### config.mk
export PLATFORM = sky130hd
export DESIGN_NAME = baud_clkgen
export DESIGN_NICKNAME = d
export VERILOG_FILES = /design/src/rtl/bcg_pkg.sv /design/src/rtl/bcg_regs.sv /design/src/rtl/bcg_prescaler.sv /design/src/rtl/bcg_divider.sv /design/src/rtl/baud_clkgen.sv
export SDC_FILE = /design/constraint.sdc
export NUM_CORES = 1
export LEC_CHECK = 0
export ABC_CLOCK_PERIOD_IN_PS = 2310
export BUFFER_PORTS_ARGS = -buffer_cell sky130_fd_sc_hd__buf_2
export CORE_ASPECT_RATIO = 1.25
export CORE_MARGIN = 2
export CORE_UTILIZATION = 55
export CTS_BUF_LIST = sky130_fd_sc_hd__clkbuf_8
export DETAILED_ROUTE_END_ITERATION = 10
export GPL_ROUTABILITY_DRIVEN = 0
export PLACE_DENSITY = 0.78
export SLEW_MARGIN = 10
export SYNTH_ARGS = -nofsm -noshare
export SYNTH_HDL_FRONTEND = slang
export SYNTH_SLANG_ARGS = --single-unit
### constraint.sdc
create_clock -name clk -period 2.31 [get_ports clk]
set_input_delay 0.1155 -clock clk [delete_from_list [all_inputs] [get_ports clk]]
set_output_delay 0.1155 -clock clk [all_outputs]
set_load 0.01 [all_outputs]
### src/rtl/bcg_pkg.sv
package bcg_pkg;
   // register address map of the block
   typedef enum logic {
      SEL_REG = 1'b0,
      DIV_REG = 1'b1
   } bcg_addr_e;
endpackage

### src/rtl/bcg_regs.sv
module bcg_regs
   import bcg_pkg::*;
#(
   parameter int DATA_W   = 8,
   parameter int SEL_W    = 4,
   parameter int DIV_W    = 8,
   parameter int MAX_CODE = 11,
   parameter int DIV_RST  = 255
) (
   input  logic              clk,
   input  logic              rst_n,
   input  logic              port_en,
   input  logic              reg_wr,
   input  logic              reg_addr,
   input  logic [DATA_W-1:0] reg_wdata,
   output logic [SEL_W-1:0]  sel_q,
   output logic [DIV_W-1:0]  div_q,
   output logic [DATA_W-1:0] reg_rdata
);
   logic [SEL_W-1:0] new_sel;
   logic             sel_ok;
   logic             sel_we;
   logic             div_we;

   assign new_sel = reg_wdata[SEL_W-1:0];
   assign sel_ok  = (new_sel <= SEL_W'(MAX_CODE));
   assign sel_we  = reg_wr && (reg_addr == SEL_REG) && !port_en && sel_ok;
   assign div_we  = reg_wr && (reg_addr == DIV_REG);

   always_ff @(posedge clk or negedge rst_n) begin
      if (!rst_n) begin
         sel_q <= '0;
      end else if (sel_we) begin
         sel_q <= new_sel;
      end
   end

   always_ff @(posedge clk or negedge rst_n) begin
      if (!rst_n) begin
         div_q <= DIV_W'(DIV_RST);
      end else if (div_we) begin
         div_q <= reg_wdata[DIV_W-1:0];
      end
   end

   always_comb begin
      if (reg_addr == SEL_REG) begin
         reg_rdata = DATA_W'(sel_q);
      end else begin
         reg_rdata = DATA_W'(div_q);
      end
   end
endmodule

### src/rtl/bcg_prescaler.sv
module bcg_prescaler #(
   parameter int SEL_W    = 4,
   parameter int MAX_CODE = 11
) (
   input  logic             clk,
   input  logic             rst_n,
   input  logic             run,
   input  logic [SEL_W-1:0] sel,
   output logic             base_tick
);
   localparam int PSC_W = MAX_CODE;

   logic [PSC_W-1:0]  cnt;
   logic [MAX_CODE:0] hit;
   logic              tick_sel;

   always_ff @(posedge clk or negedge rst_n) begin
      if (!rst_n) begin
         cnt <= '0;
      end else if (!run) begin
         cnt <= '0;
      end else begin
         cnt <= cnt + PSC_W'(1);
      end
   end

   // stage k fires when the low k prescaler bits are all ones
   assign hit[0] = 1'b1;
   for (genvar k = 1; k <= MAX_CODE; k++) begin : g_stage
      assign hit[k] = &cnt[k-1:0];
   end

   always_comb begin
      tick_sel = 1'b0;
      for (int k = 0; k <= MAX_CODE; k++) begin
         if (sel == SEL_W'(k)) begin
            tick_sel = hit[k];
         end
      end
   end

   assign base_tick = run && tick_sel;
endmodule

### src/rtl/bcg_divider.sv
module bcg_divider #(
   parameter int DIV_W   = 8,
   parameter int MIN_DIV = 8
) (
   input  logic             clk,
   input  logic             rst_n,
   input  logic             run,
   input  logic             base_tick,
   input  logic [DIV_W-1:0] div,
   output logic             baud_tick
);
   logic [DIV_W-1:0] eff_div;
   logic [DIV_W-1:0] lim_q;
   logic [DIV_W-1:0] dcnt;
   logic             at_end;

   assign eff_div = (div < DIV_W'(MIN_DIV)) ? DIV_W'(MIN_DIV) : div;
   assign at_end  = (dcnt == (lim_q - DIV_W'(1)));

   always_ff @(posedge clk or negedge rst_n) begin
      if (!rst_n) begin
         dcnt  <= '0;
         lim_q <= DIV_W'(MIN_DIV);
      end else if (!run) begin
         dcnt  <= '0;
         lim_q <= eff_div;
      end else if (base_tick) begin
         if (at_end) begin
            dcnt  <= '0;
            lim_q <= eff_div;
         end else begin
            dcnt  <= dcnt + DIV_W'(1);
         end
      end
   end

   assign baud_tick = run && base_tick && at_end;
endmodule

### src/rtl/baud_clkgen.sv
module baud_clkgen #(
   parameter int DATA_W   = 8,
   parameter int SEL_W    = 4,
   parameter int DIV_W    = 8,
   parameter int MAX_CODE = 11,
   parameter int MIN_DIV  = 8,
   parameter int DIV_RST  = 255
) (
   input  logic              clk,
   input  logic              rst_n,
   input  logic              port_en,
   input  logic              reg_wr,
   input  logic              reg_addr,
   input  logic [DATA_W-1:0] reg_wdata,
   output logic [DATA_W-1:0] reg_rdata,
   output logic              base_tick,
   output logic              baud_tick
);
   if (SEL_W > DATA_W || DIV_W > DATA_W) begin : g_bad_width
      $error("select and divisor fields must fit the data bus");
   end
   if (MAX_CODE < 1 || MAX_CODE >= (1 << SEL_W)) begin : g_bad_code
      $error("MAX_CODE must be encodable in the select field");
   end
   if (MIN_DIV < 1 || MIN_DIV >= (1 << DIV_W)) begin : g_bad_min
      $error("MIN_DIV out of divisor range");
   end
   if (DIV_RST < 0 || DIV_RST >= (1 << DIV_W)) begin : g_bad_rst
      $error("DIV_RST out of divisor range");
   end

   logic [SEL_W-1:0] sel_q;
   logic [DIV_W-1:0] div_q;

   bcg_regs #(
      .DATA_W  (DATA_W),
      .SEL_W   (SEL_W),
      .DIV_W   (DIV_W),
      .MAX_CODE(MAX_CODE),
      .DIV_RST (DIV_RST)
   ) u_regs (
      .clk      (clk),
      .rst_n    (rst_n),
      .port_en  (port_en),
      .reg_wr   (reg_wr),
      .reg_addr (reg_addr),
      .reg_wdata(reg_wdata),
      .sel_q    (sel_q),
      .div_q    (div_q),
      .reg_rdata(reg_rdata)
   );

   bcg_prescaler #(
      .SEL_W   (SEL_W),
      .MAX_CODE(MAX_CODE)
   ) u_psc (
      .clk      (clk),
      .rst_n    (rst_n),
      .run      (port_en),
      .sel      (sel_q),
      .base_tick(base_tick)
   );

   bcg_divider #(
      .DIV_W  (DIV_W),
      .MIN_DIV(MIN_DIV)
   ) u_div (
      .clk      (clk),
      .rst_n    (rst_n),
      .run      (port_en),
      .base_tick(base_tick),
      .div      (div_q),
      .baud_tick(baud_tick)
   );
endmodule

After elaboration in Yosys (flattened, before gate mapping)

Cells that the tools add are included.

Memories: 0
ROM bits: 0
Word-level logic and storage cells: 66
Bits in registers: 39
Latch bits: 0
Input port bits: 13
Memory bits (writable): 0
Output and inout port bits: 10

Bitwise gates (word level): 1
Shift operators: 0
Add/subtract/negate cells: 3
Reduce and logical (&&, ||, !) cells: 20
Muxes and demuxes: 21
$mul: 0
$lt $le $gt $ge: 2
Div/mod/pow operators: 0
Eq/ne operators: 14

Operators by type and width:

| operator                                                   | count |
|---|---|
| 2-to-1 mux 8 bit                                           | 8 |
| equality test 4 x 3 -> 1 bit, second input constant        | 4 |
| equality test 4 bit, second input constant                 | 4 |
| 2-to-1 mux 1 bit                                           | 12 |
| adder 11 x 1 -> 11 bit, second input constant              | 1 |
| 2-to-1 mux 11 bit                                          | 1 |
| AND reduction 11 bit                                       | 1 |
| AND reduction 10 bit                                       | 1 |
| AND reduction 9 bit                                        | 1 |
| adder 8 x 1 -> 8 bit, second input constant                | 1 |
| equality test 4 x 2 -> 1 bit, second input constant        | 2 |
| equality test 8 bit                                        | 1 |
| less-than comparator 8 x 4 -> 1 bit, second input constant | 1 |
| AND reduction 8 bit                                        | 1 |
| subtractor 8 x 1 -> 8 bit, second input constant           | 1 |
| logical AND 1 bit                                          | 7 |
| AND reduction 7 bit                                        | 1 |
| AND reduction 6 bit                                        | 1 |
| AND reduction 5 bit                                        | 1 |
| equality test 4 x 1 -> 1 bit, second input constant        | 1 |
| <= comparator 4 bit, second input constant                 | 1 |
| zero test 4 bit                                            | 1 |
| inequality test 2 x 1 -> 1 bit, second input constant      | 2 |
| AND reduction 2 bit                                        | 2 |
| 4 further kinds                                            | 4 |

Longest topological paths before layout

Word-level depth: 16
Gate-level depth with buffers: 12
Gate-level depth less buffers: 11

Hierarchy

Synthesis repeated with hierarchy kept, for this count alone.

Cell total of the unflattened synthesis: 216
Area, all modules: 2351.0 um^2

By module, submodules not included:

| module        | cells an instance | seq. area each (um^2) | area an instance (um^2) | instances |
|---|---|---|---|---|
| bcg_divider   | 104               | 401.6                 | 1049.8                  | 1 |
| bcg_prescaler | 74                | 275.3                 | 740.7                   | 1 |
| bcg_regs      | 38                | 310.3                 | 560.5                   | 1 |

Worst setup path before layout

OpenSTA, ideal clock, no wires.

Kind: register -> register
Start: reg u_div.lim_q[0]
End: reg u_div.lim_q[4]
Path slack: -0.213 ns
Stages on the path, launching flop included: 10
Arrival: 2.398 ns
Data required time: 2.185 ns
Path buffers: 1
Library setup time: 0.125 ns
Clock period less this slack: 2.523 ns
Cells stage by stage: dfrtp_1 inv_1 ha_1 or3b_2 nor4_1 o2111ai_2 a211oi_4 a21bo_1 buf_6 mux2_4

Cells in the longest elaborated chain, start to end: 4

Ends and longest elaborated chain:

| item                                            | line              | RTL |
|---|---|---|
| from (decl)                                     | bcg_divider.sv:13 | `logic [DIV_W-1:0] lim_q;` |
| from (signal assigned)                          | bcg_divider.sv:23 | `lim_q <= DIV_W'(MIN_DIV);` |
| from (signal assigned)                          | bcg_divider.sv:26 | `lim_q <= eff_div;` |
| from (signal assigned)                          | bcg_divider.sv:30 | `lim_q <= eff_div;` |
| subtractor 8 x 1 -> 8 bit                       | bcg_divider.sv:18 | `assign at_end = (dcnt == (lim_q - DIV_W'(1)));` |
| equality test 8 bit                             | bcg_divider.sv:18 |  |
| inequality test 2 x 1 -> 1 bit (no source line) | n/a               |  |
| AND reduction 2 bit (no source line)            | n/a               |  |

No other way between the ends.
A chain may end at the register's enable or synchronous reset.

Worst setup path after layout

Start: reg u_div.lim_q[0]
End: reg u_div.lim_q[7]

The elaborated chain is that of the path after synthesis.

==> impl_metrics.ini <==
[flow_run]
drv_cap = 0

[layout]
synthToLayoutAreaGrowth_pct = 31.7
final_layout_size_suffix_gt1_share_pct = 44.0
layout_commonest_cell = dfrtp_1
fill_cells = 282
num_antenna_cells = 0
final_nets = 302
final_area_um2 = 3100
final_cell_mix = 30 x dfrtp_1, 23 x buf_4, 20 x buf_2

[run_status]
violations = negative setup slack
status = finished, violations left

[clock_tree]
clk_pin_slew_ps = 80
cts_buffer_depth = 2
cts-root-buf = clkbuf_8
numCtsBuffers = 5
htree_levels = 2
clock_latency_ps = 300
cts.sinks = 39
tritoncts = done

[pwr]
power_density_nw_per_um2 = 726
p_leak_nw = 1.40
ir_worst_vdd_mv = 0.497

[detailed_routing]
firstDrtPassIters = 4
drt_iter0_drc = 120
detail-route-antenna-nets = 0
wl_met1_mm = 2.20
drt-vias-per-instance = 5.83
top_layer = met4
wl_met3_um = 207
drt-total-wl_mm = 5.71
vias = 1982
wire_per_inst_um = 16.8
route.met2.wl_mm = 3.11
drc = 0

[timing]
rsz0062_at_grt = true
slew_headroom_pct = 42.9
final-setup-viol-count = 18
fin_setup_tns_ps = -3730
finClkSkew_ps = 10.2
finalCritPeriodShare_pct = 114
setup_slack_ps = -326
tightest_slew_ps = 857
fin_crit_ps = 2640
hold_violations = 0
slew_viol_final = 0
max_freq_mhz = 379

[synthesis]
synth_edf_count = 0
yosysSeqAreaShare_pct = 41.9
yosysWarnings = 0
syn_avg_cell_area_um2 = 10.2
synth_cells = 231
synth_area_um2 = 2350
ys_types = 54
ys_async_sr_fraction_pct = 100
syn-num-nets = 250
ys_ff_latch = 39
synth_flop_cell = dfrtp_1

[die]
io_pins = 23
row_count = 26
fp.dieH_um = 77.2
design.die.area_um2 = 4820
coreArea_um2 = 4100
die_w_um = 62.5
start_util_pct = 57.4

[worst_setup_path]
critPathTopFamily = simple AND/OR/NAND/NOR gates
critPathLaunchType = register
cp_max_fo = 6
crit_chain = buf_6 > or4_4 > and4bb_1 > nor3b_4 > a211oi_4 > buf_4 > a21bo_1 > buf_12 > mux2_4
cp_num_buf_inv = 3
crit_slowest_cell = or4_4
crit_path_end_kind = register
max_stage_delay_ps = 550
worstPathRequired_ps = 2500
crit_arrival_ps = 2820
path_class = reg2reg

[worst_hold_path]
hold_path.class = in2reg

[global_route]
antenna_found_initial = 0
grt_overflow = 0
grt_pass1_wl_mm = 9.24
grt_max_degree = 40
grt_pass1_vias = 2033
grtUsageTotal_pct = 24.4

[place]
port_buffers = 22
place_ws_ps = -122
place_area_um2 = 2680
dpl.hpwl_mm = 3.58
==> final timing paths <==
check	start	endpoint	slack, ps	cells past startpoint
max in group asynchronous	rst_n	u_psc.cnt[9]	1310	2
worst max-delay path	u_div.lim_q[0]	u_div.lim_q[7]	-330	9
worst max register to register	u_div.lim_q[0]	u_div.lim_q[7]	-330	9
min in group asynchronous	rst_n	u_div.dcnt[0]	460	2
worst min register to register	u_regs.div_q[2]	u_div.lim_q[2]	530	2
worst min-delay path	reg_wdata[5]	u_regs.div_q[5]	40	2
==> sequential cells by signal (all words and copies together) (netlist names) <==
name	cells
u_regs.sel_q	4
u_psc.cnt	11
u_div.lim_q	8
u_div.dcnt	8
u_regs.div_q	8
==> synth_stat cells, types with 2 or more instances <==
library cell	count	area (µm²)
mux2i_1	3	30.0
nor3_1	3	15.0
nor2_1	12	45.0
or3_1	3	18.8
nand3_1	15	75.1
nor2b_1	6	37.5
o2bb2ai_1	2	17.5
nand3b_1	2	15.0
nor3b_1	2	15.0
o22ai_1	4	25.0
a41o_1	3	30.0
xor2_1	5	43.8
a21boi_0	2	15.0
o21ai_0	4	20.0
dfstp_2	9	236
mux2_4	5	75.1
o211ai_1	2	15.0
and2_1	15	93.8
and3_1	3	18.8
nand2b_1	3	18.8
clkbuf_1	8	30.0
nand2_1	19	71.3
xnor2_1	7	61.3
or3b_2	2	17.5
dfrtp_1	30	751
ha_1	6	75.1
nand4_1	2	12.5
inv_1	12	45.0
mux2_2	15	169
o221ai_1	3	26.3
==> logic make-up (layout without fill, tap and decap cells) <==
| group | Yosys count | in the layout | synth area share (%) |
|---|---|---|---|
| and+or+nand+nor | 95 | 95 | 22.7 |
| DFF | 39 | 39 | 41.9 |
| adders and majority gates | 6 | 6 | 3.19 |
| muxes | 23 | 23 | 11.6 |
| xor gates and xnor gates | 12 | 12 | 4.46 |
| AOI/OAI and AO/OA | 33 | 33 | 12.1 |
| buffers and inverters | 23 | 76 | 4.04 |
==> metal layers <==
layer  track usage (%)  vias up
met1              28.7      973
met3              4.40       24
met5                 0        -
li1                  -      928
met2              42.6       57
met4              12.0        0
==> metrics by stage <==
| step | std cells | hold slack [ps] | utilization, % | power (mW) |
|---|---|---|---|---|
| 2_1_floorplan | 231 | -180 | - | 1.22 |
| 3_3_place_gp | 318 | 265 | 65.3 | 1.39 |
| 3_5_place_dp | 318 | 276 | 65.3 | 1.41 |
| 4_1_cts | 336 | 46.7 | 72.2 | 2.18 |
| 5_1_grt | 340 | 42.9 | 75.6 | 2.35 |
| 6_report | 340 | 44.7 | 75.6 | 2.25 |
==> cell type report <==
type                    instances  area, µm²  share of cell area, %
multi-input cells             169       1440                   46.3
flip-flops and latches         39        987                   31.8
repair buffers                 56        427                   13.8
well taps                      56       70.1                   2.26
clock buffers                   5       68.8                   2.22
clock inverters                 3       63.8                   2.06
inverters                      12       47.5                   1.53
==> timing repair <==
action                                  CTS  global route
endpoints found under the setup margin   18            18
gates resized for setup                  19            20
pin swaps                                 4            18
endpoints found under the hold margin    30             0
cloned                                    0             0
hold buffers                              1             0
setup buffers                             9             5
==> power by group <==
group          switching [mW]  leakage (nW)  total [mW]  internal, mW
sequential              0.107         0.487       0.887         0.780
clock                   0.247        0.0695       0.675         0.427
combinational           0.322         0.843       0.689         0.368
(Power assumes the default switching activity.)
